--- src/rtl/tfc_pkg.sv ---
package tfc_pkg;
  typedef enum logic [1:0] {
    CMD_NONE  = 2'd0,
    CMD_SPAWN = 2'd1,
    CMD_TICK  = 2'd2,
    CMD_TERM  = 2'd3
  } cmd_e;
endpackage

--- src/rtl/tfc_cmd_table.sv ---
module tfc_cmd_table
  import tfc_pkg::*;
#(
  parameter int AW   = 16,
  parameter int NENT = 8,
  parameter int CW   = 2,
  localparam int IW  = $clog2(NENT)
) (
  input  logic          clk,
  input  logic          rst_n,
  input  logic          we,
  input  logic [IW-1:0] widx,
  input  cmd_e          wcmd,
  input  logic [CW-1:0] wcnt,
  input  logic [AW-1:0] waddr,
  input  logic [AW-1:0] wopnd,
  input  logic [AW-1:0] pc,
  output cmd_e          m_cmd,
  output logic [CW-1:0] m_cnt,
  output logic [AW-1:0] m_opnd
);
  cmd_e          ent_cmd  [NENT];
  logic [CW-1:0] ent_cnt  [NENT];
  logic [AW-1:0] ent_addr [NENT];
  logic [AW-1:0] ent_opnd [NENT];

  always_ff @(posedge clk) begin
    if (!rst_n) begin
      for (int i = 0; i < NENT; i++) begin
        ent_cmd[i]  <= CMD_NONE;
        ent_cnt[i]  <= '0;
        ent_addr[i] <= '0;
        ent_opnd[i] <= '0;
      end
    end else if (we) begin
      ent_cmd[widx]  <= wcmd;
      ent_cnt[widx]  <= wcnt;
      ent_addr[widx] <= waddr;
      ent_opnd[widx] <= wopnd;
    end
  end

  // scan from the top so the lowest matching index is the last to assign
  always_comb begin
    m_cmd  = CMD_NONE;
    m_cnt  = '0;
    m_opnd = '0;
    for (int i = NENT - 1; i >= 0; i--) begin
      if (ent_cmd[i] != CMD_NONE && ent_addr[i] == pc) begin
        m_cmd  = ent_cmd[i];
        m_cnt  = ent_cnt[i];
        m_opnd = ent_opnd[i];
      end
    end
  end
endmodule

--- src/rtl/tfc_addr_queue.sv ---
module tfc_addr_queue #(
  parameter int AW    = 16,
  parameter int DEPTH = 8,
  localparam int PW   = $clog2(DEPTH)
) (
  input  logic          clk,
  input  logic          rst_n,
  input  logic          push,
  input  logic          pop,
  input  logic [AW-1:0] din,
  output logic [AW-1:0] dout,
  output logic          full,
  output logic          empty
);
  logic [AW-1:0] slot [DEPTH];
  logic [PW-1:0] wp, rp;
  logic [PW:0]   cnt;
  logic          do_push, do_pop;

  assign full    = (cnt == (PW+1)'(DEPTH));
  assign empty   = (cnt == '0);
  assign do_pop  = pop && !empty;
  assign do_push = push && (!full || do_pop);
  assign dout    = slot[rp];

  always_ff @(posedge clk) begin
    if (!rst_n) begin
      wp  <= '0;
      rp  <= '0;
      cnt <= '0;
    end else begin
      if (do_push) wp <= (wp == PW'(DEPTH - 1)) ? '0 : wp + 1'b1;
      if (do_pop)  rp <= (rp == PW'(DEPTH - 1)) ? '0 : rp + 1'b1;
      if (do_push && !do_pop) cnt <= cnt + 1'b1;
      else if (do_pop && !do_push) cnt <= cnt - 1'b1;
    end
  end

  always_ff @(posedge clk) begin
    if (do_push) slot[wp] <= din;
  end
endmodule

--- src/rtl/tfc_line_fetch.sv ---
module tfc_line_fetch #(
  parameter int AW   = 16,
  parameter int DW   = 32,
  parameter int WPL  = 4,
  localparam int CW  = $clog2(WPL),
  localparam int OFS = $clog2(DW/8) + CW,
  localparam int LW  = AW - OFS
) (
  input  logic          clk,
  input  logic          rst_n,
  input  logic          go,
  input  logic [LW-1:0] line,
  output logic          mem_req_valid,
  input  logic          mem_req_ready,
  output logic [AW-1:0] mem_req_addr,
  input  logic          mem_rsp_valid,
  input  logic [DW-1:0] mem_rsp_data,
  output logic          beat_we,
  output logic [CW-1:0] beat_idx,
  output logic [DW-1:0] beat_data,
  output logic          done
);
  logic          req_q, dat_q;
  logic [CW-1:0] cnt_q;
  logic [AW-1:0] addr_q;

  assign mem_req_valid = req_q;
  assign mem_req_addr  = addr_q;
  assign beat_we       = dat_q && mem_rsp_valid;
  assign beat_idx      = cnt_q;
  assign beat_data     = mem_rsp_data;
  assign done          = beat_we && (cnt_q == CW'(WPL - 1));

  always_ff @(posedge clk) begin
    if (!rst_n) begin
      req_q  <= 1'b0;
      dat_q  <= 1'b0;
      cnt_q  <= '0;
      addr_q <= '0;
    end else if (go) begin
      req_q  <= 1'b1;
      addr_q <= {line, {OFS{1'b0}}};
    end else if (req_q && mem_req_ready) begin
      req_q <= 1'b0;
      dat_q <= 1'b1;
      cnt_q <= '0;
    end else if (beat_we) begin
      cnt_q <= cnt_q + 1'b1;
      if (done) dat_q <= 1'b0;
    end
  end
endmodule

--- src/rtl/tick_fetch_ctrl.sv ---
module tick_fetch_ctrl
  import tfc_pkg::*;
#(
  parameter int AW     = 16,
  parameter int DW     = 32,
  parameter int WPL    = 4,
  parameter int NENT   = 8,
  parameter int QDEPTH = 8,
  localparam int IW    = $clog2(NENT),
  localparam int CW    = $clog2(WPL)
) (
  input  logic          clk,
  input  logic          rst_n,
  input  logic          req_valid,
  output logic          req_ready,
  input  logic [AW-1:0] req_pc,
  output logic          out_valid,
  output logic [DW-1:0] out_instr,
  output logic          out_hit,
  input  logic          tbl_we,
  input  logic [IW-1:0] tbl_idx,
  input  logic [1:0]    tbl_cmd,
  input  logic [CW-1:0] tbl_cnt,
  input  logic [AW-1:0] tbl_addr,
  input  logic [AW-1:0] tbl_opnd,
  output logic          mem_req_valid,
  input  logic          mem_req_ready,
  output logic [AW-1:0] mem_req_addr,
  input  logic          mem_rsp_valid,
  input  logic [DW-1:0] mem_rsp_data,
  output logic          q_full,
  output logic          q_empty,
  output logic          q_err
);
  localparam int BW  = $clog2(DW/8);
  localparam int OFS = BW + CW;
  localparam int LW  = AW - OFS;

  typedef enum logic [2:0] {S_IDLE, S_INSTR, S_CMD, S_TIB, S_OPB, S_PUSH} st_e;

  st_e           st;
  cmd_e          cmd_q, m_cmd;
  logic [CW-1:0] cnt_q, m_cnt, widx_q, pidx;
  logic [AW-1:0] opnd_q, m_opnd;
  logic [DW-1:0] tib_q [WPL];
  logic [AW-1:0] opb_q [WPL];
  logic          tib_v;
  logic [LW-1:0] tib_line;
  logic          accept, req_hit;

  logic          q_push, q_pop;
  logic [AW-1:0] q_din, q_dout;
  logic          f_go, b_we, f_done;
  logic [LW-1:0] f_line;
  logic [CW-1:0] b_idx;
  logic [DW-1:0] b_data;
  logic          unused_lo;

  assign unused_lo = ^q_dout[OFS-1:0];
  assign req_ready = (st == S_IDLE);
  assign accept    = req_valid && req_ready;
  assign req_hit   = tib_v && (req_pc[AW-1:OFS] == tib_line);

  tfc_cmd_table #(.AW(AW), .NENT(NENT), .CW(CW)) u_table (
    .clk(clk), .rst_n(rst_n), .we(tbl_we), .widx(tbl_idx),
    .wcmd(cmd_e'(tbl_cmd)), .wcnt(tbl_cnt), .waddr(tbl_addr), .wopnd(tbl_opnd),
    .pc(req_pc), .m_cmd(m_cmd), .m_cnt(m_cnt), .m_opnd(m_opnd)
  );

  tfc_addr_queue #(.AW(AW), .DEPTH(QDEPTH)) u_queue (
    .clk(clk), .rst_n(rst_n), .push(q_push), .pop(q_pop), .din(q_din),
    .dout(q_dout), .full(q_full), .empty(q_empty)
  );

  tfc_line_fetch #(.AW(AW), .DW(DW), .WPL(WPL)) u_fetch (
    .clk(clk), .rst_n(rst_n), .go(f_go), .line(f_line),
    .mem_req_valid(mem_req_valid), .mem_req_ready(mem_req_ready),
    .mem_req_addr(mem_req_addr), .mem_rsp_valid(mem_rsp_valid),
    .mem_rsp_data(mem_rsp_data), .beat_we(b_we), .beat_idx(b_idx),
    .beat_data(b_data), .done(f_done)
  );

  always_comb begin
    f_go   = 1'b0;
    f_line = req_pc[AW-1:OFS];
    q_push = 1'b0;
    q_pop  = 1'b0;
    q_din  = opnd_q;
    case (st)
      S_IDLE: f_go = accept && !req_hit;
      S_CMD: begin
        case (cmd_q)
          CMD_SPAWN: begin
            f_go   = 1'b1;
            f_line = opnd_q[AW-1:OFS];
          end
          CMD_TICK: begin
            f_go = 1'b1;
            if (q_empty) f_line = opnd_q[AW-1:OFS];
            else begin
              f_line = q_dout[AW-1:OFS];
              q_push = 1'b1;
              q_pop  = 1'b1;
            end
          end
          CMD_TERM: begin
            if (!q_empty) begin
              f_go   = 1'b1;
              f_line = q_dout[AW-1:OFS];
              q_pop  = 1'b1;
            end
          end
          default: ;
        endcase
      end
      S_PUSH: begin
        q_push = 1'b1;
        q_din  = opb_q[pidx];
      end
      default: ;
    endcase
  end

  always_ff @(posedge clk) begin
    if (!rst_n) begin
      st        <= S_IDLE;
      cmd_q     <= CMD_NONE;
      cnt_q     <= '0;
      opnd_q    <= '0;
      widx_q    <= '0;
      pidx      <= '0;
      tib_v     <= 1'b0;
      tib_line  <= '0;
      out_valid <= 1'b0;
      out_hit   <= 1'b0;
      out_instr <= '0;
      q_err     <= 1'b0;
    end else begin
      out_valid <= 1'b0;
      out_hit   <= 1'b0;
      q_err     <= (st == S_PUSH) && q_full;
      case (st)
        S_IDLE: if (accept) begin
          cmd_q  <= m_cmd;
          cnt_q  <= m_cnt;
          opnd_q <= m_opnd;
          widx_q <= req_pc[OFS-1:BW];
          if (req_hit) begin
            out_valid <= 1'b1;
            out_hit   <= 1'b1;
            out_instr <= tib_q[req_pc[OFS-1:BW]];
            st        <= S_CMD;
          end else begin
            st <= S_INSTR;
          end
        end
        S_INSTR: begin
          if (b_we && b_idx == widx_q) out_instr <= b_data;
          if (f_done) begin
            out_valid <= 1'b1;
            st        <= S_CMD;
          end
        end
        S_CMD: begin
          case (cmd_q)
            CMD_SPAWN: st <= S_OPB;
            CMD_TICK: begin
              tib_v    <= 1'b0;
              tib_line <= f_line;
              st       <= S_TIB;
            end
            CMD_TERM: begin
              tib_v <= 1'b0;
              if (!q_empty) begin
                tib_line <= f_line;
                st       <= S_TIB;
              end else begin
                st <= S_IDLE;
              end
            end
            default: st <= S_IDLE;
          endcase
        end
        S_TIB: if (f_done) begin
          tib_v <= 1'b1;
          st    <= S_IDLE;
        end
        S_OPB: if (f_done) begin
          pidx <= '0;
          st   <= S_PUSH;
        end
        S_PUSH: begin
          if (pidx == cnt_q) st <= S_IDLE;
          else pidx <= pidx + 1'b1;
        end
        default: st <= S_IDLE;
      endcase
    end
  end

  always_ff @(posedge clk) begin
    if (b_we && st == S_TIB) tib_q[b_idx] <= b_data;
    if (b_we && st == S_OPB) opb_q[b_idx] <= b_data[AW-1:0];
  end
endmodule

--- config.mk ---
export PLATFORM = sky130hd
export DESIGN_NAME = tick_fetch_ctrl
export DESIGN_NICKNAME = d
export VERILOG_FILES = /design/src/rtl/tfc_pkg.sv /design/src/rtl/tfc_cmd_table.sv /design/src/rtl/tfc_addr_queue.sv /design/src/rtl/tfc_line_fetch.sv /design/src/rtl/tick_fetch_ctrl.sv
export SDC_FILE = /design/constraint.sdc
export NUM_CORES = 1
export LEC_CHECK = 0
export CORE_ASPECT_RATIO = 1.5
export CORE_MARGIN = 4
export CORE_UTILIZATION = 30
export DETAILED_ROUTE_END_ITERATION = 8
export GPL_ROUTABILITY_DRIVEN = 0
export PLACE_DENSITY = 0.51
export SYNTH_ARGS = -nofsm -noshare
export SYNTH_HDL_FRONTEND = slang
export SYNTH_SLANG_ARGS = --single-unit
export TNS_END_PERCENT = 30
--- constraint.sdc ---
create_clock -name clk -period 4 [get_ports clk]
set_input_delay 0.6 -clock clk [delete_from_list [all_inputs] [get_ports clk]]
set_output_delay 0.6 -clock clk [all_outputs]
set_load 0.05 [all_outputs]
==> flow_metrics.tcl <==
set metrics [dict create \
    critPathKind "reg2reg" \
    end_kind "flop" \
    fmax_mhz 281.6 \
    max-slew-margin-rel_pct 25.76 \
    grt_usage_pct 15.71 \
    core_region_area_mm2 0.09155 \
    synth_area_mm2 0.02759 \
    via_count 16730 \
    power_leakage_nw 10.64 \
    finalSetupViolations 0 \
    fin_crit_sh_pct 88.77 \
    clockRootBuffer "clkbuf_16" \
    cts_sinks 630 \
    skew_ps 17.84 \
    antenna_found_initial 7 \
    ctsHoldBuffers 0 \
    syn2layout_area_growth_pct 18.04 \
    rsz0062_at_grt "false" \
    port_buffers 139 \
    worstMarginPinSlew_ps 1114 \
    grt_overflow_total 0 \
    final_area_mm2 0.03257 \
    post_cts_buffers 0 \
    synth_top_area_share_pct 57.46 \
    grt_start_max_net_pins 80 \
    grt_pass1_wl_um 115300 \
    fin_crit_ps 3551 \
    cts_tree "built" \
    final_max_slew_viol_count 0 \
    wire_per_inst_um 23.39 \
    die-area_mm2 0.09699 \
    cp_max_fo 10 \
    synthFlopType "edfxtp_1" \
    viasPerCell 5.001 \
    clockBufferDepth 3 \
    postRouteAntennaNets 0 \
    cts.reportedPaths.clkPinSlew_ps 70 \
    max_cap_viol_count 0 \
    cts.htree.levels 2 \
    critical-path-max-stage-delay_ps 540 \
    place_hpwl_um 52470 \
    crit_required_ps 4560 \
    critPathArrivalTime_ps 4110 \
    syn_area_per_cell_um2 14.11 \
    yosys_register_bits 630 \
    crit_path_cell_trace "nor3b_1 -> o21ai_1 -> nor2_1 -> inv_1 -> ha_1 -> inv_1 -> ha_1 -> a21o_1 -> a21oi_1 -> xnor2_1 -> or3_1 -> a21oi_1" \
    status "completed" \
    placed_area_mm2 0.03065 \
    ys_seq_area_share_pct 64.86 \
    hold_class "reg2reg" \
    cts_buffers 56 \
    start_util_pct 30.14 \
    cts_resized 0 \
    rows 136 \
    hold_violations 0 \
    io_pins 148 \
    slowest_stage "dfxtp_1" \
    fp.dieH_um 379.4 \
    remaining_drc_errors 0 \
    yosysWarnings 0 \
    drive_gt1_share_pct 13.20 \
    drt_iter0_markers 1053 \
    fin_nets 2228 \
    firstDrtPassIters 5 \
    tns_ps 0 \
    ir_drop_uv 367.7 \
    async_flop_share_pct 0 \
    clock_latency_ps 640 \
    synth_cell_type_count 64 \
    synth_edf_count 528 \
    wl_um 78210 \
    grt_pass1_vias 17510 \
    p_per_area_mw_per_mm2 437.9 \
    worst_setup_path_start_kind "flop" \
    netlist_instances 1956 \
    synth_area_leaders "edfxtp_1 57%, dfxtp_1 7.4%, and2_1 6.1%, mux4_2 5.6%, xnor2_1 3.0%" \
    die_x_um 255.6 \
    synth_top_area_cell "edfxtp_1" \
]
==> synthesized netlist by cell type, drive strengths merged (20+ instances only) <==
library cell / number
nand2: 110
edfxtp: 528
o211a: 24
or4: 21
nor3: 22
o211ai: 23
buf: 51
nor2: 103
o21ai: 29
o2111ai: 20
inv: 26
mux2i: 49
xor2: 50
a211oi: 57
dfxtp: 102
clkbuf: 79
mux4: 68
nor4: 22
xnor2: 97
nand4: 49
and2: 268
==> power breakdown <==
group / leakage, nW / internal [mW] / switching [mW]
clock: 0.933 / 3.13 / 2.52
combinational: 3.96 / 0.443 / 0.776
sequential: 5.75 / 7.29 / 0.105
total: 10.6 / 10.9 / 3.40
==> metal layers <==
metal / track usage, % / wire length (um) / up-vias
li1: - / - / 7669
met1: 18.06 / 30120 / 8461
met2: 28.60 / 40410 / 444
met3: 2.923 / 3950 / 145
met4: 6.897 / 3684 / 6
met5: 0 / 34 / -
==> critical path: cells and delay by family (launching register included) <==
| family | cells | cell delay [ps] |
|---|---|---|
| adders and majority gates | 2 | 490 |
| DFF | 1 | 540 |
| buffers and inverters | 2 | 310 |
| xor gates and xnor gates | 1 | 90 |
| AOI/OAI and AO/OA | 4 | 760 |
| and+or+nand+nor | 3 | 1260 |
==> per-stage QoR <==
step | power [mW] | utilization [%] | instances | hold slack, ps | setup slack (ps)
after floorplan | 8.245 | - | 1959 | 449.6 | 325.7
after global placement | 8.756 | 33.48 | 3234 | 471.6 | 202.2
after detailed placement | 8.771 | 33.48 | 3234 | 484.1 | 215.8
after CTS | 14.43 | 35.57 | 3340 | 494.9 | 361.0
after global routing | 14.76 | 35.57 | 3341 | 521.8 | 179.6
final | 14.26 | 35.58 | 3344 | 499.2 | 449.3
==> logic make-up after synthesis <==
logic type      Yosys count  share of synthesized area [%]
buf+inv                 156                          2.644
xor+xnor                147                          4.748
compound gates          237                          6.548
other cells               1                        0.01359
flops                   630                          64.86
fa+ha+maj                16                         0.7527
mux                     117                          7.328
simple gates            652                          13.10
==> final cells by class <==
cell class              count  area, um^2
clock inverters            31       321.6
diodes                      4       10.01
inverters                  26       97.59
repair buffers            232        2117
flip-flops and latches    630       17900
multi-input cells        1173        9075
well taps                1173        1468
fillers                  8793       58980
clock buffers              75        1585
==> registers in the layout, summed over array words and instances, names as in the netlist, 3 cells and up, named ones only <==
name and flops:
u_table.ent_opnd 96, st 3, tib_q 128, u_queue.cnt 4
u_table.ent_cnt 16, opnd_q 12, u_queue.wp 3, u_table.ent_cmd 16
out_instr 32, tib_line 12, u_fetch.mem_req_addr 12, u_queue.slot 96
opb_q 48, u_queue.rp 3, u_table.ent_addr 128
==> final timing paths <==
kind                      start        endpoint  depth (start not counted)  slack, ps
hold / removal    u_fetch.dat_q   u_fetch.dat_q                          2        500
setup reg to reg          st[1]  u_queue.cnt[3]                         12        450
hold reg to reg   u_fetch.dat_q   u_fetch.dat_q                          2        500
setup / recovery          st[1]  u_queue.cnt[3]                         12        450
==> cell usage in the layout (no fill, tap or decap), drive strengths merged, types with 10 or more instances in the layout <==
cell type / netlist / final
nand4: 49 / 49
nor3: 22 / 22
or4: 21 / 21
a21oi: 14 / 14
mux2i: 49 / 49
and2: 268 / 268
nor4: 22 / 22
xnor2: 97 / 97
clkbuf: 79 / 75
nand3: 10 / 10
clkinv: 0 / 19
o211a: 24 / 24
clkdlybuf4s50: 0 / 137
o21ai: 29 / 29
buf: 51 / 95
xor2: 50 / 50
o211ai: 23 / 23
nand2: 110 / 110
o2111ai: 20 / 20
mux4: 68 / 68
dfxtp: 102 / 102
o41ai: 14 / 14
nor2: 103 / 103
inv: 26 / 28
ha: 15 / 15
a211oi: 57 / 57
edfxtp: 528 / 528
a22oi: 16 / 16
(Power assumes the default switching activity.)
